[config.mk]
export PLATFORM = sky130hd
export DESIGN_NAME = qspi_cmd_seq
export DESIGN_NICKNAME = d
export VERILOG_FILES = /design/src/rtl/qcs_pkg.sv /design/src/rtl/qcs_cfg_bank.sv /design/src/rtl/qcs_lane_map.sv /design/src/rtl/qcs_seq.sv /design/src/rtl/qspi_cmd_seq.sv
export SDC_FILE = /design/constraint.sdc
export NUM_CORES = 1
export LEC_CHECK = 0
export ABC_CLOCK_PERIOD_IN_PS = 4100
export BUFFER_PORTS_ARGS = -buffer_cell sky130_fd_sc_hd__buf_2
export CORE_MARGIN = 10
export CORE_UTILIZATION = 50
export DETAILED_ROUTE_END_ITERATION = 8
export PLACE_DENSITY_LB_ADDON = 0.2
export SLEW_MARGIN = 5
export SYNTH_ARGS = -nofsm -noshare
export SYNTH_HDL_FRONTEND = slang
export SYNTH_SLANG_ARGS = --single-unit
[constraint.sdc]
create_clock -name clk -period 4.1 [get_ports clk]
set_clock_uncertainty 0.15 [all_clocks]
set_input_delay 0.205 -clock clk [delete_from_list [all_inputs] [get_ports clk]]
set_output_delay 0.205 -clock clk [all_outputs]
set_load 0.01 [all_outputs]
[src/rtl/qcs_pkg.sv]
// Package: shared types and helpers for the command phase sequencer.
// Assumes a four-line serial bus and line mode codes 00/01/10/11.
package qcs_pkg;

    localparam int LANES = 4;

    typedef enum logic [1:0] {
        LM_NONE = 2'b00,
        LM_ONE  = 2'b01,
        LM_TWO  = 2'b10,
        LM_FOUR = 2'b11
    } line_mode_e;

    typedef enum logic [2:0] {
        ST_IDLE,
        ST_EMPTY,
        ST_LEAD,
        ST_SHIFT,
        ST_TAIL
    } seq_state_e;

    typedef struct packed {
        logic [7:0] opcode;
        line_mode_e op_lines;
        line_mode_e ad_lines;
        logic [1:0] ad_size;
    } cmd_cfg_t;

    // Number of data lines a mode drives per beat.
    function automatic logic [2:0] lanes_of(line_mode_e m);
        case (m)
            LM_ONE:  return 3'd1;
            LM_TWO:  return 3'd2;
            LM_FOUR: return 3'd4;
            default: return 3'd0;
        endcase
    endfunction

    // log2 of the line count, used to turn a bit count into a beat count.
    function automatic logic [1:0] lanes_log2(line_mode_e m);
        case (m)
            LM_TWO:  return 2'd1;
            LM_FOUR: return 2'd2;
            default: return 2'd0;
        endcase
    endfunction

endpackage

[src/rtl/qcs_cfg_bank.sv]
// Module: holds the command settings and the address value.
// Settings are written only while the sequencer is idle. Address writes
// are also dropped while memory-mapped mode is indicated.
module qcs_cfg_bank
    import qcs_pkg::*;
#(
    parameter int ADDR_W = 32
) (
    input  logic              clk,
    input  logic              rst_n,
    input  logic              busy,
    input  logic              mmap_mode,
    input  logic              cfg_we,
    input  cmd_cfg_t          cfg_in,
    input  logic              addr_we,
    input  logic [ADDR_W-1:0] addr_in,
    output cmd_cfg_t          cfg_q,
    output logic [ADDR_W-1:0] addr_q
);

    // Settings register, writable only when no command is running.
    always_ff @(posedge clk) begin
        if (!rst_n) begin
            cfg_q <= '0;
        end else if (cfg_we && !busy) begin
            cfg_q <= cfg_in;
        end
    end

    // Address register, blocked while busy or in memory-mapped mode.
    always_ff @(posedge clk) begin
        if (!rst_n) begin
            addr_q <= '0;
        end else if (addr_we && !busy && !mmap_mode) begin
            addr_q <= addr_in;
        end
    end

    a_r6_cfg_locked: assert property (@(posedge clk) disable iff (!rst_n)
        busy |=> $stable(cfg_q));

    a_r7_addr_locked_busy: assert property (@(posedge clk) disable iff (!rst_n)
        busy |=> $stable(addr_q));

    a_r7_addr_locked_mmap: assert property (@(posedge clk) disable iff (!rst_n)
        mmap_mode |=> $stable(addr_q));

endmodule

[src/rtl/qcs_lane_map.sv]
// Module: maps the top four bits of a shift register onto the data lines
// for a given line mode. The more significant bit lands on the higher line,
// and only the lines in use get an enable.
module qcs_lane_map
    import qcs_pkg::*;
(
    input  line_mode_e        mode,
    input  logic [LANES-1:0]  top_bits,
    output logic [LANES-1:0]  dq,
    output logic [LANES-1:0]  oe
);

    // Lane selection by mode.
    always_comb begin
        case (mode)
            LM_ONE: begin
                dq = {3'b000, top_bits[3]};
                oe = 4'b0001;
            end
            LM_TWO: begin
                dq = {2'b00, top_bits[3:2]};
                oe = 4'b0011;
            end
            LM_FOUR: begin
                dq = top_bits;
                oe = 4'b1111;
            end
            default: begin
                dq = '0;
                oe = '0;
            end
        endcase
    end

endmodule

[src/rtl/qcs_seq.sv]
// Module: command sequencer. On start it latches the settings, waits one
// serial clock period with chip select high, then shifts out the opcode
// and address beats, one beat per two system clocks (low half, high half).
// Data changes as sclk goes low. Assumes settings are held by qcs_cfg_bank.
module qcs_seq
    import qcs_pkg::*;
#(
    parameter int ADDR_W  = 32,
    parameter int INSTR_W = 8
) (
    input  logic              clk,
    input  logic              rst_n,
    input  logic              start,
    input  logic              dual_flash,
    input  cmd_cfg_t          cfg,
    input  logic [ADDR_W-1:0] addr,
    output logic              sclk,
    output logic              cs_n,
    output logic [LANES-1:0]  dq_out,
    output logic [LANES-1:0]  dq_oe,
    output logic              busy
);

    localparam int INS_CNT_W = $clog2(INSTR_W + 1);
    localparam int ADR_CNT_W = $clog2(ADDR_W + 1);
    localparam int SIZE_STEP = ADDR_W / 4;

    seq_state_e             state;
    logic                   lead_done;
    line_mode_e             op_mode_l;
    line_mode_e             ad_mode_l;
    logic [INSTR_W-1:0]     ins_sh;
    logic [ADDR_W-1:0]      adr_sh;
    logic [INS_CNT_W-1:0]   ins_left;
    logic [ADR_CNT_W-1:0]   adr_left;

    logic                   use_ins;
    line_mode_e             src_mode;
    logic [LANES-1:0]       src_top;
    logic [LANES-1:0]       emit_dq;
    logic [LANES-1:0]       emit_oe;
    logic                   beats_left;

    logic [ADR_CNT_W-1:0]   ad_bits;
    logic [ADDR_W-1:0]      ad_masked;
    logic [ADDR_W-1:0]      ad_aligned;
    logic [INS_CNT_W-1:0]   ins_beats;
    logic [ADR_CNT_W-1:0]   adr_beats;

    // Load values for a new command: beat counts and left-aligned address.
    always_comb begin
        ad_bits    = ADR_CNT_W'((32'(cfg.ad_size) + 32'd1) * SIZE_STEP);
        ad_masked  = dual_flash ? {addr[ADDR_W-1:1], 1'b0} : addr;
        ad_aligned = ad_masked << (ADDR_W - int'(ad_bits));
        ins_beats  = (cfg.op_lines == LM_NONE) ? '0
                   : INS_CNT_W'(INSTR_W >> lanes_log2(cfg.op_lines));
        adr_beats  = (cfg.ad_lines == LM_NONE) ? '0
                   : ad_bits >> lanes_log2(cfg.ad_lines);
    end

    // Source selection for the next beat: opcode bits first, then address.
    always_comb begin
        use_ins    = (ins_left != '0);
        src_mode   = use_ins ? op_mode_l : ad_mode_l;
        src_top    = use_ins ? ins_sh[INSTR_W-1 -: LANES] : adr_sh[ADDR_W-1 -: LANES];
        beats_left = (ins_left != '0) || (adr_left != '0);
    end

    qcs_lane_map u_map (
        .mode     (src_mode),
        .top_bits (src_top),
        .dq       (emit_dq),
        .oe       (emit_oe)
    );

    // Main state machine with serial clock, framing and shifting.
    always_ff @(posedge clk) begin
        if (!rst_n) begin
            state     <= ST_IDLE;
            lead_done <= 1'b0;
            op_mode_l <= LM_NONE;
            ad_mode_l <= LM_NONE;
            ins_sh    <= '0;
            adr_sh    <= '0;
            ins_left  <= '0;
            adr_left  <= '0;
            sclk      <= 1'b0;
            cs_n      <= 1'b1;
            dq_out    <= '0;
            dq_oe     <= '0;
            busy      <= 1'b0;
        end else begin
            case (state)
                ST_IDLE: begin
                    if (start) begin
                        busy      <= 1'b1;
                        op_mode_l <= cfg.op_lines;
                        ad_mode_l <= cfg.ad_lines;
                        ins_sh    <= cfg.opcode;
                        adr_sh    <= ad_aligned;
                        ins_left  <= ins_beats;
                        adr_left  <= adr_beats;
                        lead_done <= 1'b0;
                        if (cfg.op_lines == LM_NONE && cfg.ad_lines == LM_NONE) begin
                            state <= ST_EMPTY;
                        end else begin
                            state <= ST_LEAD;
                        end
                    end
                end
                ST_EMPTY: begin
                    busy  <= 1'b0;
                    state <= ST_IDLE;
                end
                ST_LEAD: begin
                    if (!lead_done) begin
                        lead_done <= 1'b1;
                    end else begin
                        cs_n   <= 1'b0;
                        dq_out <= emit_dq;
                        dq_oe  <= emit_oe;
                        if (use_ins) begin
                            ins_sh   <= ins_sh << lanes_of(op_mode_l);
                            ins_left <= ins_left - 1'b1;
                        end else begin
                            adr_sh   <= adr_sh << lanes_of(ad_mode_l);
                            adr_left <= adr_left - 1'b1;
                        end
                        state <= ST_SHIFT;
                    end
                end
                ST_SHIFT: begin
                    if (!sclk) begin
                        sclk <= 1'b1;
                    end else begin
                        sclk <= 1'b0;
                        if (beats_left) begin
                            dq_out <= emit_dq;
                            dq_oe  <= emit_oe;
                            if (use_ins) begin
                                ins_sh   <= ins_sh << lanes_of(op_mode_l);
                                ins_left <= ins_left - 1'b1;
                            end else begin
                                adr_sh   <= adr_sh << lanes_of(ad_mode_l);
                                adr_left <= adr_left - 1'b1;
                            end
                        end else begin
                            cs_n   <= 1'b1;
                            dq_out <= '0;
                            dq_oe  <= '0;
                            state  <= ST_TAIL;
                        end
                    end
                end
                ST_TAIL: begin
                    busy  <= 1'b0;
                    state <= ST_IDLE;
                end
                default: begin
                    state <= ST_IDLE;
                end
            endcase
        end
    end

    a_r10_sclk_idle_low: assert property (@(posedge clk) disable iff (!rst_n)
        cs_n |-> !sclk);

    a_r10_data_stable_on_rise: assert property (@(posedge clk) disable iff (!rst_n)
        $rose(sclk) |-> ($stable(dq_out) && $stable(dq_oe)));

    a_r11_no_drive_when_deselected: assert property (@(posedge clk) disable iff (!rst_n)
        cs_n |-> (dq_oe == 4'b0000));

    a_r11_oe_shape: assert property (@(posedge clk) disable iff (!rst_n)
        (dq_oe == 4'b0000) || (dq_oe == 4'b0001) || (dq_oe == 4'b0011) || (dq_oe == 4'b1111));

    a_r9_busy_rises: assert property (@(posedge clk) disable iff (!rst_n)
        (start && !busy) |=> busy);

    a_r9_busy_falls_after_cs: assert property (@(posedge clk) disable iff (!rst_n)
        $rose(cs_n) |=> $fell(busy));

    a_r12_cs_needs_busy: assert property (@(posedge clk) disable iff (!rst_n)
        !cs_n |-> busy);

endmodule

[src/rtl/qspi_cmd_seq.sv]
// Module: top of the command phase sequencer. Joins the settings bank
// and the sequencer; the bank is locked by the sequencer's busy flag.
module qspi_cmd_seq
    import qcs_pkg::*;
#(
    parameter int ADDR_W  = 32,
    parameter int INSTR_W = 8
) (
    input  logic              clk,
    input  logic              rst_n,
    input  logic              cfg_we,
    input  logic [7:0]        cfg_opcode,
    input  logic [1:0]        cfg_op_lines,
    input  logic [1:0]        cfg_ad_lines,
    input  logic [1:0]        cfg_ad_size,
    input  logic              addr_we,
    input  logic [ADDR_W-1:0] addr_val,
    input  logic              dual_flash,
    input  logic              mmap_mode,
    input  logic              start,
    output logic              sclk,
    output logic              cs_n,
    output logic [3:0]        dq_out,
    output logic [3:0]        dq_oe,
    output logic              busy
);

    cmd_cfg_t          cfg_in;
    cmd_cfg_t          cfg_q;
    logic [ADDR_W-1:0] addr_q;

    // Pack the configuration inputs into the shared settings type.
    always_comb begin
        cfg_in.opcode   = cfg_opcode;
        cfg_in.op_lines = line_mode_e'(cfg_op_lines);
        cfg_in.ad_lines = line_mode_e'(cfg_ad_lines);
        cfg_in.ad_size  = cfg_ad_size;
    end

    qcs_cfg_bank #(.ADDR_W(ADDR_W)) u_cfg (
        .clk       (clk),
        .rst_n     (rst_n),
        .busy      (busy),
        .mmap_mode (mmap_mode),
        .cfg_we    (cfg_we),
        .cfg_in    (cfg_in),
        .addr_we   (addr_we),
        .addr_in   (addr_val),
        .cfg_q     (cfg_q),
        .addr_q    (addr_q)
    );

    qcs_seq #(.ADDR_W(ADDR_W), .INSTR_W(INSTR_W)) u_seq (
        .clk        (clk),
        .rst_n      (rst_n),
        .start      (start),
        .dual_flash (dual_flash),
        .cfg        (cfg_q),
        .addr       (addr_q),
        .sclk       (sclk),
        .cs_n       (cs_n),
        .dq_out     (dq_out),
        .dq_oe      (dq_oe),
        .busy       (busy)
    );

endmodule

== Word-level counts from Yosys, hierarchy flattened ==
Cells that the tools add are included.

* Memory bits (writable): 0
* Flip-flop bits (word level): 115
* Latch bits: 0
* Logic and storage cells: 157
* Bits in read-only memories: 0
* Memories: 0
* Input port bits: 53

* Bitwise gates (word level): 0
* Multiply operators: 0
* Reductions and logical operators: 26
* Add/sub/neg operators: 4
* Shifts and indexed selects: 7
* Divide/modulo/power cells: 0
* Magnitude comparators: 0
* Equal/unequal tests: 26
* Muxes and demuxes: 76

{| class="wikitable"
|+ Operators with widths
! operator !! count
|-
| 2-to-1 mux 32 bit || 6
|-
| one-hot mux 32 bit (3 select lines) || 1
|-
| << shifter 32 x 3 -> 32 bit || 2
|-
| 2-to-1 mux 3 bit || 20
|-
| 2-to-1 mux 4 bit || 13
|-
| 2-to-1 mux 8 bit || 6
|-
| 2-to-1 mux 6 bit || 6
|-
| one-hot mux 4 bit (3 select lines) || 3
|-
| << shifter 32 x 32 -> 32 bit || 1
|-
| one-hot mux 3 bit (3 select lines) || 3
|-
| one-hot mux 8 bit (3 select lines) || 1
|-
| == test 2 bit, second input constant || 10
|-
| one-hot mux 6 bit (3 select lines) || 1
|-
| one-hot mux 4 bit (2 select lines) || 2
|-
| << shifter 8 x 3 -> 8 bit || 2
|-
| AND reduction 7 bit || 2
|-
| != test 2 x 1 -> 1 bit, second input constant || 5
|-
| != test 2 bit, second input constant || 4
|-
| one-hot mux 2 bit (2 select lines) || 2
|-
| AND reduction 4 bit || 2
|-
| 2-to-1 mux 1 bit || 7
|-
| subtractor 6 x 6 -> 7 bit, first input constant || 1
|-
| == test 2 x 1 -> 1 bit, second input constant || 3
|-
| == test 3 x 2 -> 1 bit, second input constant || 2
|-
| 22 further kinds || 34
|}

== Logic depth before layout (Yosys ltp) ==
Gate-level depths: netlist of the first run.

* Depth after elaboration: 12
* Mapped depth: 10
* Gate-level depth less buffers: 7

== By module ==
A second synthesis of the first run with hierarchy kept.

* Cells, all modules: 750
* Area total of the unflattened synthesis: 6688.9 µm²

{| class="wikitable"
|+ By module, submodules not included
! module !! cells an instance !! instances !! sequential area each (µm²) !! area an instance (µm²)
|-
| qcs_seq || 535 || 1 || 1381.3 || 4909.7
|-
| qcs_cfg_bank || 204 || 1 || 920.9 || 1699.1
|-
| qcs_lane_map || 11 || 1 || 0.0 || 80.1
|}

== Least setup slack after synthesis of the first run ==
No wires, ideal clock.

* Path type: reg-to-reg
* From: reg u_seq.ins_left[0]
* To: reg u_seq.adr_sh[2]
* Data arrival time: 1770 ps
* Clock period less this slack: 2046 ps
* Setup slack: 2054 ps
* Buffers on the path: 2
* Cell stages (with the launch flop): 10
* Cells stage by stage: dfxtp_1 -> inv_1 -> ha_1 -> or3b_1 -> buf_2 -> a31oi_4 -> o21ai_2 -> buf_2 -> a221oi_1 -> nor3b_2

* Cells in the longest elaborated chain, start to end: 4
* Elaborated cells between the ends (all ways): 6
* Classes of those cells: eq/ne (3); reduce/logical (3)

{| class="wikitable"
|+ RTL lines
! item !! line !! RTL
|-
| from (decl) || qcs_seq.sv:34 || <nowiki>logic [INS_CNT_W-1:0] ins_left;</nowiki>
|-
| from (signal assigned) || qcs_seq.sv:101 || <nowiki>ins_left <= ins_beats;</nowiki>
|-
| from (signal assigned) || qcs_seq.sv:124 || <nowiki>ins_left <= ins_left - 1'b1;</nowiki>
|-
| from (signal assigned) || qcs_seq.sv:142 || <nowiki>ins_left <= ins_left - 1'b1;</nowiki>
|-
| nonzero test 4 bit * || qcs_seq.sv:63, qcs_seq.sv:66 ||
|-
| logical OR 1 bit || qcs_seq.sv:66 || <nowiki>beats_left = (ins_left != '0) || (adr_left != '0);</nowiki>
|-
| != test 2 x 1 -> 1 bit (no line) || n/a ||
|-
| AND reduction 7 bit (no line) * || n/a ||
|-
| to (signal assigned) || qcs_seq.sv:100 || <nowiki>adr_sh <= ad_aligned;</nowiki>
|-
| to (signal assigned) || qcs_seq.sv:126 || <nowiki>adr_sh <= adr_sh << lanes_of(ad_mode_l);</nowiki>
|-
| to (signal assigned) || qcs_seq.sv:144 || <nowiki>adr_sh <= adr_sh << lanes_of(ad_mode_l);</nowiki>
|-
| to (decl) || qcs_seq.sv:33 || <nowiki>logic [ADDR_W-1:0] adr_sh;</nowiki>
|}

Every way passes the cells marked *; elsewhere a longest branch is shown, timed or not.
A chain may end at the register's enable or synchronous reset.

== Worst setup path in the final report of the first run ==
* From: reg u_cfg.cfg_q[0] (netlist name)
* To: reg u_seq.adr_sh[23]

* Cells in the longest elaborated chain, start to end: 5

{| class="wikitable"
|+ RTL lines
! item !! line !! RTL
|-
| adder 2 x 1 -> 3 bit || qcs_seq.sv:52 || <nowiki>ad_bits = ADR_CNT_W'((32'(cfg.ad_size) + 32'd1) * SIZE_STEP);</nowiki>
|-
| subtractor 6 x 6 -> 7 bit || qcs_seq.sv:54 || <nowiki>ad_aligned = ad_masked << (ADDR_W - int'(ad_bits));</nowiki>
|-
| << shifter 32 x 32 -> 32 bit || qcs_seq.sv:54 ||
|-
| 2-to-1 mux 32 bit || qcs_seq.sv:95 || <nowiki>if (start) begin</nowiki>
|-
| one-hot mux 32 bit (3 select lines) || qcs_seq.sv:93 || <nowiki>case (state)</nowiki>
|}

Every way passes these cells. The select of a mux whose other input is x is not followed.

==> out/qor.csv, run 1 <==
stage;metric;value;unit
power;Logic pwr share;0.234;
global_route;GR Overflow Total;0;
synthesis;Net Count, Synth;836;
synthesis;Mapped Avg Cell Area;8.506;um^2
clocking;worst skew pair latency;0.42;ns
worst_setup_path;CP startpoint kind;register;
synthesis;Area contributors post-synth;dfxtp_1 (34%), nand2_1 (10%), mux4_2 (8.2%), a21boi_0 (5.7%), mux2i_1 (5.1%);
power;P_sw;0.001194;W
sta;setup_tns;0;ns
layout;area growth from synthesis to layout;21.09;%
clocking;H-tree Lvls;4;
synthesis;EDFF count, synth;0;
global_route;initial antenna violation count;0;
floorplanning;# IOs;64;
worst_setup_path;R2R cell count;7;
worst_setup_path;r2r setup slk;1.39;ns
synthesis;Compound-Gate Fraction of Synth Area;0.2243;
layout;post-layout util;0.6108;
status;status;complete, no violations;
route;DRC;0;
layout;share of layout cells above drive strength 1;0.1785;
floorplanning;Initial Utilization;0.5044;
synthesis;most frequent cells after synthesis;nand2_1 (177), dfxtp_1 (114), a21boi_0 (50);
power;Leakage;2.942;nW
worst_setup_path;max incr delay on CP;0.78;ns
sta;endpoints failing setup;0;
min_path;Hold Path Origin;mmap_mode;
clocking;Post-CTS Setup Bufs;0;
global_route;largest net degree at the start of global routing;66;
worst_setup_path;Worst Path Class, Setup;reg2reg;
worst_setup_path;reg2reg start;u_cfg.cfg_q[0];
route;Via Count;6077;
clocking;TritonCTS clock tree;done;
clocking;maximum clock insertion buffer count;2;
route;1st-iter DRT viols;604;
clocking;Root Buffer;clkbuf_16;
synthesis;multiplexer share of the synthesized area;0.1516;
sta;Slew Limit Fails;0;
sta;final hold vios;0;
synthesis;post-synthesis sequential area ratio;0.3444;
sta;relative max-transition margin;0.2425;
route;First-pass DRT Iterations;5;
floorplanning;full die area;18260;um^2
synthesis;XOR/XNOR share of the synthesized area;0.001322;
clocking;clk sink count;114;
synthesis;Most used DFF post-synth;dfxtp_1;
synthesis;Yosys warnings;0;
worst_setup_path;CP bufs+invs;1;
sta;period utilization;0.6599;
worst_setup_path;CP top delay family;adder cells;
layout;NumNets Final;901;
power;internal power;0.002688;W
place;Placed Area;6919;um^2
floorplanning;row cnt;42;
floorplanning;Core Region;13140;um^2
route;final wirelength;17.92;mm
clocking;post-CTS sizing;0;
power;worst vdd ir;0.0002622;V
synthesis;area share of fa/ha/maj cells after synthesis;0.007553;
global_route;first-pass GRT wire length;29.52;mm
synthesis;Cell variety after synth;65;
synthesis;count leader, synth;nand2_1;
synthesis;largest family of logic cells by synthesized area;compound AO/OA/AOI/OAI gates;
global_route;vias in the first global route;5756;
worst_setup_path;endpoint type of the worst setup path;register;
place;RePlAce Congestion;0.8768;
sta;Slew @ Worst Pin;1.136;ns
sta;fmax;369.6;MHz
synthesis;Async SR Flop Fraction;0;
min_path;Hold WC Path Type;in2reg;
place;dpl hpwl;11.90;mm
power;Switching Share;0.3076;
floorplanning;Die Ht;135.1;um
clocking;Clock Pin Slew Worst Setup and Hold Paths;0.05;ns
worst_setup_path;WP data required;4.25;ns
power;clock power share;0.410;
min_path;Worst Hold Depth;5;
layout;Post-Layout Inst Area;8024;um^2
sta;unrepaired setup endpoints after global routing;no;
power;pwr dens;483.8;nW/um^2
worst_setup_path;crit path DAT;2.86;ns
clocking;Inserted Clock Buffers;17;
synthesis;area leader, netlist;dfxtp_1;
power;Tot Pwr;0.003882;W
synthesis;Cell Area, Synth;6626;um^2
worst_setup_path;slowest CP cell;ha_1;
worst_setup_path;Reg2Reg Capture Point;u_seq.adr_sh[23];
worst_setup_path;Top cell by count, worst path;a221oi_1;
worst_setup_path;crit-path cells;ha_1, buf_4, mux2_2, a221oi_1, a221oi_1, nand2_1, a21boi_1;
route;Via density;5.883;
synthesis;Synth top area share;0.3444;
layout;diode count;0;
route;Post-DRT Antenna Nets;0;
floorplanning;Die Wd;135.1;um
run;MaxCap Viol Count;0;
sta;clock period minus final worst setup slack;2.706;ns
worst_setup_path;Critical Path Source;u_cfg.cfg_q[0];
power;Sequential Power Share;0.356;
min_path;Min-Delay Endpoint;u_cfg.addr_q[0];
clocking;cts-stage hold buffer count;48;
worst_setup_path;CP max FO;23;
synthesis;Seq cells post-synth;114;
route;DR WL/cell;17.35;um
global_route;total track usage;0.1962;
synthesis;Cells after Synth;779;
synthesis;simple-gate share of the synthesized area;0.2154;
place;PortBufs;63;
stage by stage:
step                cells  hold WS, ns  worst slack [ns]
detailed placement    953       0.2994             1.418
global placement      953       0.2984             1.565
global route         1033       0.2368             1.252
floorplan             779       0.1999             2.054
CTS                  1033       0.1862             1.407
finish               1033       0.2086             1.394
per-layer routing:
metal  share of wire  routed length (um)  GRT usage
met5               0                   0          0
met4           0.014                 247    0.06400
met3           0.068                1213    0.04346
met2            0.45                8152     0.2949
met1            0.46                8307     0.2724
worst min-delay path, delay by kind of cell:
kind / cells / cell delay [ns]
AO/OA/AOI/OAI: 1 / 0.06
buffers and inverters: 2 / 0.32
AND/OR/NAND/NOR: 2 / 0.13
flip-flops by register name, indices dropped and copies added, names as in the netlist:
| signal | cells |
|---|---|
| u_seq.adr_left | 6 |
| u_seq.ad_mode_l | 2 |
| u_cfg.addr_q | 32 |
| u_seq.busy | 1 |
| u_cfg.cfg_q | 14 |
| u_seq.cs_n | 1 |
| u_seq.dq_oe | 3 |
| u_seq.ins_left | 4 |
| u_seq.ins_sh | 8 |
| u_seq.lead_done | 1 |
| u_seq.sclk | 1 |
| u_seq.op_mode_l | 2 |
| u_seq.adr_sh | 32 |
| u_seq.state | 3 |
| u_seq.dq_out | 4 |
power by group through the flow:
stage	Combinational (W)	Clock (W)	Sequential (W)
3_5_place_dp	0.000856	0	0.00140
6_report	0.000909	0.00159	0.00138
3_3_place_gp	0.000832	0	0.00139
2_1_floorplan	0.000727	0	0.00132
5_1_grt	0.00100	0.00165	0.00140
4_1_cts	0.000896	0.00160	0.00138
worst max-delay path by stage:
stage,to,slack (ns),cells past startpoint
floorplan,u_seq.adr_sh[2],2.05,9
global placement,u_seq.adr_sh[23],1.57,7
detailed placement,u_seq.adr_sh[23],1.42,7
CTS,u_seq.adr_sh[23],1.41,7
global route,u_seq.adr_sh[23],1.25,7
finish,u_seq.adr_sh[23],1.39,7
cells in the final DEF, fill, tap and decap left out, types with 10 or more instances in the layout:
cell	Yosys	routed
nand2_1	177	177
dfxtp_1	114	113
buf_2	23	63
a21boi_0	50	50
dlygate4sd3_1	0	48
o21ai_0	38	38
mux2i_1	34	34
a21oi_1	26	26
mux4_2	24	24
nor2_1	20	20
nand3_1	18	18
clkbuf_16	0	17
nor2b_1	17	16
a221oi_1	16	16
mux2_2	11	11
a21boi_1	11	11
and2_1	10	10
nand2b_1	10	10
cell families after synthesis:
| family | count (synthesis) |
|---|---|
| xor gates and xnor gates | 1 |
| and+or+nand+nor | 298 |
| AOI/OAI and AO/OA | 211 |
| muxes | 69 |
| buffers and inverters | 82 |
| adders and majority gates | 4 |
| DFF | 114 |
layout make-up:
| cell class | instances | area (um^2) |
|---|---|---|
| timing repair buffer | 120 | 875.8 |
| fill | 1134 | 5114 |
| tap | 176 | 220.2 |
| clock inverter | 12 | 187.7 |
| clock buffer | 20 | 436.7 |
| inverter | 8 | 30.03 |
| multi-input combinational | 583 | 3990 |
| sequential | 114 | 2283 |
Note: power is estimated with default switching activity, not from simulation.
==> run 2, diff against run 1 <==
ABC_AREA = 1   (was unset)
ABC_CLOCK_PERIOD_IN_PS = 2700   (was 4100)
clock period = 2.7 ns   (was 4.1 ns; I/O delays follow)
==> run 2 against run 1 <==
Effect of this change:
- register-to-register slack got worse by 1.0 ns
- largest cell class unchanged
- highest routed layer unchanged
- critical path type unchanged
- total power rose by 130%
- non-clock buffer count rose by 4
==> out/qor.csv, run 2 <==
stage;metric;value;unit
layout;diode count;0;
synthesis;Area contributors post-synth;dfxtp_1 (34%), nand2_1 (14%), o21ai_0 (8.9%), nor2_1 (7.4%), inv_1 (6.6%);
worst_setup_path;CP max FO;26;
synthesis;Cells after Synth;1052;
floorplanning;full die area;18270;um^2
place;RePlAce Congestion;0.8968;
layout;filler instances;1268;
clocking;Post-CTS Setup Bufs;0;
global_route;GR Overflow Total;0;
clocking;post-CTS sizing;0;
layout;post-layout util;0.6116;
sta;fmax;431.0;MHz
clocking;TritonCTS clock tree;done;
layout;Regs by FF count;u_cfg.addr_q (32), u_seq.adr_sh (32), u_cfg.cfg_q (14);
layout;NumNets Final;1194;
route;1st-iter DRT viols;659;
synthesis;Most used DFF post-synth;dfxtp_1;
place;placed insts;1248;
sta;endpoints failing setup;0;
sta;unrepaired setup endpoints after global routing;no;
floorplanning;# IOs;64;
synthesis;Net Count, Synth;1109;
sta;setup_tns;0;ns
clocking;Inserted Clock Buffers;17;
floorplanning;Initial Utilization;0.5048;
power;pwr dens;1130;nW/um^2
sta;Slew @ Worst Pin;1.088;ns
place;dpl ws;0.4286;ns
clocking;H-tree Lvls;4;
synthesis;Cell variety after synth;33;
layout;Reg area;2282;um^2
worst_setup_path;crit path DAT;2.49;ns
route;Via density;5.316;
synthesis;Synth top area share;0.3442;
synthesis;most frequent cells after synthesis;nand2_1 (241), nor2_1 (130), o21ai_0 (118);
route;Post-DRT Antenna Nets;0;
worst_setup_path;Worst Path Class, Setup;reg2reg;
sta;relative max-transition margin;0.2737;
synthesis;post-synthesis sequential area ratio;0.3442;
synthesis;area leader, netlist;dfxtp_1;
floorplanning;Die Ht;135.2;um
global_route;first-pass GRT wire length;32.24;mm
status;status;complete, no violations;
layout;most frequent cells in the layout;nand2_1 (240), nor2_1 (130), o21ai_0 (118), inv_1 (116), dfxtp_1 (114);
sta;clock period minus final worst setup slack;2.320;ns
power;Tot Pwr;0.009078;W
global_route;initial antenna violation count;0;
clocking;clk sink count;114;
route;Via Count;7049;
layout;Multi-input gate area;3598;um^2
sta;Final WS setup;0.3800;ns
min_path;Worst Hold Depth;3;
synthesis;Async SR Flop Fraction;0;
synthesis;Cell Area, Synth;6631;um^2
place;dpl hpwl;13.52;mm
worst_setup_path;crit-path cells;buf_4, inv_1, nand2_1, nand2_1, nand2_2, o21ai_0, nand2_1, nand3_1, nor2_1, nor2_1;
worst_setup_path;Top cell by count, worst path;nand2_1;
synthesis;Yosys warnings;0;
clocking;Clock Pin Slew Worst Setup and Hold Paths;0.05;ns
layout;area growth from synthesis to layout;21.17;%
synthesis;Seq cells post-synth;114;
power;worst vdd ir;0.0008029;V
global_route;vias in the first global route;6665;
worst_setup_path;CP bufs+invs;2;
min_path;Hold WC Path Type;in2reg;
worst_setup_path;slowest CP cell;nand2_2;
worst_setup_path;CP startpoint kind;register;
layout;most common cell after layout, fill and taps aside;nand2_1;
clocking;worst skew pair latency;0.43;ns
layout;share of layout cells above drive strength 1;0.1130;
sta;Slew Limit Fails;0;
clocking;Root Buffer;clkbuf_16;
worst_setup_path;R2R cell count;10;
worst_setup_path;WP data required;2.87;ns
route;First-pass DRT Iterations;5;
sta;final hold vios;0;
sta;period utilization;0.8593;
route;DR WL/cell;14.72;um
clocking;maximum clock insertion buffer count;2;
run;MaxCap Viol Count;0;
synthesis;Mapped Avg Cell Area;6.304;um^2
power;Leakage;3.559;nW
route;final wirelength;19.52;mm
clocking;cts-stage hold buffer count;46;
synthesis;count leader, synth;nand2_1;
worst_setup_path;endpoint type of the worst setup path;register;
floorplanning;row cnt;42;
route;DRC;0;
synthesis;EDFF count, synth;0;
floorplanning;Core Region;13140;um^2
global_route;largest net degree at the start of global routing;65;
global_route;total track usage;0.2160;
worst_setup_path;max incr delay on CP;0.35;ns
floorplanning;Die Wd;135.2;um
place;PortBufs;63;
layout;non-filler cells, final;1326;
worst_setup_path;Crit path depth;10;
worst_setup_path;CP top delay family;simple AND/OR/NAND/NOR gates;
## run 2: cell count changes after synthesis, moves of 49 or more
| cell | change |
|---|---|
| nor2_1 | +110 |
| inv_1 | +108 |
| a21oi_1 | +53 |
| nand3_1 | +54 |
| o21ai_0 | +80 |
| nand2_1 | +64 |
| a21boi_0 | -49 |
## run 2: layout make-up
type | count | area share
multi-input cells | 758 | 0.4478
clock inverters | 9 | 0.01028
inverters | 122 | 0.05699
repair buffers | 124 | 0.1152
clock buffers | 23 | 0.05824
flip-flops and latches | 114 | 0.2840
well taps | 176 | 0.02741
## run 2: worst paths after layout
| check | start | to | slack [ns] |
|---|---|---|---|
| worst max-delay path | u_cfg.cfg_q[0] | u_seq.adr_sh[28] | 0.38 |
| worst min-delay path | rst_n | u_cfg.cfg_q[9] | 0.01 |
| worst max register to register | u_cfg.cfg_q[0] | u_seq.adr_sh[28] | 0.38 |
| worst min register to register | u_cfg.addr_q[24] | u_cfg.addr_q[24] | 0.30 |
## run 2: report_power, final
| group | internal [W] | switching [W] |
|---|---|---|
| combinational | 0.00148 | 0.00283 |
| clock | 0.00131 | 0.000807 |
| sequential | 0.00219 | 0.000475 |
## run 2: logic make-up (layout without fill, tap and decap cells)
family          count (synthesis)  after routing  synth area share
compound gates                273            273            0.2311
xor+xnor                        3              3          0.003963
fa+ha+maj                       4              4          0.007547
buf+inv                       180            278            0.1136
flops                         114            114            0.3442
simple gates                  478            478            0.2996
## run 2: metal layers
layer	global-route usage	vias to the layer above	part of all wire
li1	-	3635	-
met4	0.09330	0	0.033
met1	0.2553	3165	0.43
met2	0.3652	215	0.48
met3	0.05156	34	0.054
met5	0	-	0
## run 2: worst min-delay path: cells and delay by family
family / cells / cell delay, ns
buffers and inverters: 1 / 0.23
AO/OA/AOI/OAI: 1 / 0.12
AND/OR/NAND/NOR: 1 / 0.04
## run 2: metrics by stage
| step | instance area [um^2] | hold slack [ns] |
|---|---|---|
| after detailed placement | 7024 | 0.2428 |
| after global placement | 7024 | 0.2384 |
| after global routing | 8035 | 0.04714 |
| final | 8035 | 0.01099 |
| after floorplan | 6631 | 0.1517 |
| after CTS | 8035 | 0.006082 |
==> run 3, diff against run 2 <==
CTS_CLUSTER_SIZE = 8   (was unset)
SYNTH_HIERARCHICAL = 1   (was unset)
==> run 3 against run 2 <==
Effect of this change:
- synthesized cell count increased by 12%
- final area is 5.5% higher
- critical path type unchanged
- cell count is 10% higher
- critical path depth stayed put
- total power shrank 4.3%
- worst setup slack got worse by 0.036 ns
- register-to-register slack got worse by 0.04 ns
- clock power is 18% higher
- count of clock-buffer cells in the layout fell by 3
- flip-flop and latch count increased by 1
- combinational power fell by 12%
==> out/qor.csv, run 3 <==
stage;metric;value;unit
layout;Regs by FF count;u_cfg/addr_q (32), u_seq/adr_sh (32), u_cfg/cfg_q (14);
layout;share of layout cells above drive strength 1;0.1037;
clocking;H-tree Lvls;4;
sta;unrepaired setup endpoints after global routing;no;
route;1st-iter DRT viols;832;
power;internal power;0.005008;W
layout;area growth from synthesis to layout;21.74;%
synthesis;Synth top area share;0.3306;
clocking;worst skew pair latency;0.42;ns
synthesis;Seq cells post-synth;115;
sta;Slew @ Worst Pin;0.7166;ns
synthesis;Cell variety after synth;32;
clocking;clk sink count;115;
floorplanning;Die Wd;138.0;um
synthesis;Net Count, Synth;1241;
power;Leakage;4.191;nW
route;DR WL/cell;14.48;um
sta;setup_tns;0;ns
route;DRC;0;
synthesis;Mapped Avg Cell Area;5.886;um^2
layout;NumNets Final;1330;
power;worst vdd ir;0.0006185;V
clocking;Post-CTS Setup Bufs;0;
place;PortBufs;63;
worst_setup_path;CP startpoint kind;register;
sta;Final WS setup;0.3437;ns
min_path;Hold WC Path Type;in2reg;
place;placed insts;1385;
place;dpl ws;0.3873;ns
worst_setup_path;Worst Path Class, Setup;reg2reg;
global_route;largest net degree at the start of global routing;72;
power;pwr dens;1024;nW/um^2
clocking;maximum clock insertion buffer count;2;
layout;filler instances;1347;
clocking;TritonCTS clock tree;done;
power;P_sw;0.003676;W
synthesis;Cell Area, Synth;6963;um^2
sta;endpoints failing setup;0;
sta;clock period minus final worst setup slack;2.356;ns
layout;Post-Layout Inst Area;8477;um^2
sta;fmax;424.4;MHz
global_route;GR Overflow Total;0;
clocking;Inserted Clock Buffers;17;
floorplanning;row cnt;43;
worst_setup_path;endpoint type of the worst setup path;register;
run;MaxCap Viol Count;0;
floorplanning;Die Ht;138.0;um
synthesis;Yosys warnings;6;
synthesis;Cells after Synth;1183;
synthesis;Async SR Flop Fraction;0;
place;RePlAce Congestion;0.9388;
sta;relative max-transition margin;0.5172;
global_route;first-pass GRT wire length;34.56;mm
status;status;complete, no violations;
layout;non-filler cells, final;1464;
global_route;vias in the first global route;6963;
route;Via Count;7702;
power;Logic pwr share;0.437;
worst_setup_path;WP data required;2.88;ns
clocking;Root Buffer;clkbuf_16;
route;First-pass DRT Iterations;6;
floorplanning;Initial Utilization;0.5055;
synthesis;most frequent cells after synthesis;nand2_1 (340), nor2_1 (239), dfxtp_1 (115);
sta;final hold vios;0;
power;Tot Pwr;0.008684;W
worst_setup_path;crit path DAT;2.54;ns
layout;most frequent cells in the layout;nand2_1 (340), nor2_1 (239), dfxtp_1 (115), inv_1 (114), nand3_1 (109);
sta;Slew Limit Fails;0;
sta;period utilization;0.8727;
route;Via density;5.261;
global_route;initial antenna violation count;0;
global_route;total track usage;0.2114;
route;Post-DRT Antenna Nets;0;
synthesis;post-synthesis sequential area ratio;0.3306;
route;final wirelength;21.19;mm
power;Sequential Power Share;0.276;
place;Placed Area;7347;um^2
synthesis;Most used DFF post-synth;dfxtp_1;
clocking;Clock Pin Slew Worst Setup and Hold Paths;0.05;ns
power;Switching Share;0.4233;
synthesis;area leader, netlist;dfxtp_1;
power;clock power share;0.287;
layout;most common cell after layout, fill and taps aside;nand2_1;
place;dpl hpwl;14.24;mm
synthesis;Area contributors post-synth;dfxtp_1 (33%), nand2_1 (18%), nor2_1 (13%), nand3_1 (7.8%), inv_1 (6.1%);
synthesis;EDFF count, synth;0;
floorplanning;# IOs;64;
floorplanning;Core Region;13770;um^2
floorplanning;full die area;19050;um^2
worst_setup_path;CP max FO;15;
synthesis;count leader, synth;nand2_1;
==> run 3: cell types whose count changed after synthesis, sizes merged, moves of 11 or more <==
cell,before,now
nor2,136,246
nand3,74,113
buf,31,43
o211ai,46,11
a22oi,11,0
nand2,245,346
clkbuf,27,14
a21oi,79,55
o21ai,122,84
==> run 3: path summary, 6_finish.rpt <==
path | startpoint | end | slack (ns) | depth (start not counted)
worst min register to register | u_seq/cs_n | u_seq/cs_n | 0.32 | 2
worst min-delay path | cfg_we | u_cfg/cfg_q[7] | 0.01 | 4
worst max register to register | u_seq/ins_left[0] | u_seq/dq_out[1] | 0.34 | 10
worst max-delay path | u_seq/ins_left[0] | u_seq/dq_out[1] | 0.34 | 10
==> run 3: cell families after synthesis <==
logic type      after synthesis  share of synthesized area
fa+ha+maj                     5                   0.008985
flops                       115                     0.3306
buf+inv                     180                     0.1096
simple gates                720                     0.4252
compound gates              161                     0.1231
xor+xnor                      2                   0.002516
==> run 3: worst max-delay path, cell delays in order (launching register included) <==
cell	delay, ns
dfxtp_1	0.31
inv_1	0.10
ha_1	0.19
nand3_1	0.33
o21ai_0	0.66
nand2_2	0.14
inv_2	0.10
nand2_1	0.05
nand2_1	0.06
nand3_1	0.07
a21oi_1	0.11
==> run 3: cell type report <==
class                   instances  area (um^2)  share of cell area
diodes                          1        2.502           0.0002952
clock buffers                  20        466.7             0.05506
clock inverters                10        180.2             0.02125
inverters                     123        461.7             0.05446
multi-input cells             888         3897              0.4598
flip-flops and latches        115         2302              0.2716
well taps                     180        225.2             0.02657
repair buffers                127        940.9              0.1110
==> run 3: timing repair <==
action,CTS,global route
hold buffers,48,0
endpoints found under the hold margin,46,0
resized for setup,0,0
==> run 3: power by group through the flow <==
stage | Clock [W] | Sequential [W] | Combinational, W
after floorplan | 0 | 0.00230 | 0.00289
after detailed placement | 0 | 0.00241 | 0.00363
after global routing | 0.00258 | 0.00244 | 0.00428
after CTS | 0.00251 | 0.00238 | 0.00372
final | 0.00249 | 0.00240 | 0.00380
after global placement | 0 | 0.00241 | 0.00360
==> run 3: metal layers <==
metal	up-vias	GRT usage	routed length, um	part of all wire
li1	3902	-	-	-
met1	3455	0.2862	9879	0.47
met2	318	0.3218	9384	0.44
met3	27	0.04897	1631	0.077
met4	0	0.07159	297	0.014
met5	-	0	0	0
==> run 3: stage by stage <==
| step | util | hold WS [ns] |
|---|---|---|
| 5_1_grt | 0.6153 | 0.02869 |
| 2_1_floorplan | - | 0.1199 |
| 3_5_place_dp | 0.5334 | 0.2127 |
| 3_3_place_gp | 0.5334 | 0.2045 |
| 6_report | 0.6155 | 0.009978 |
| 4_1_cts | 0.6153 | 0.0009906 |
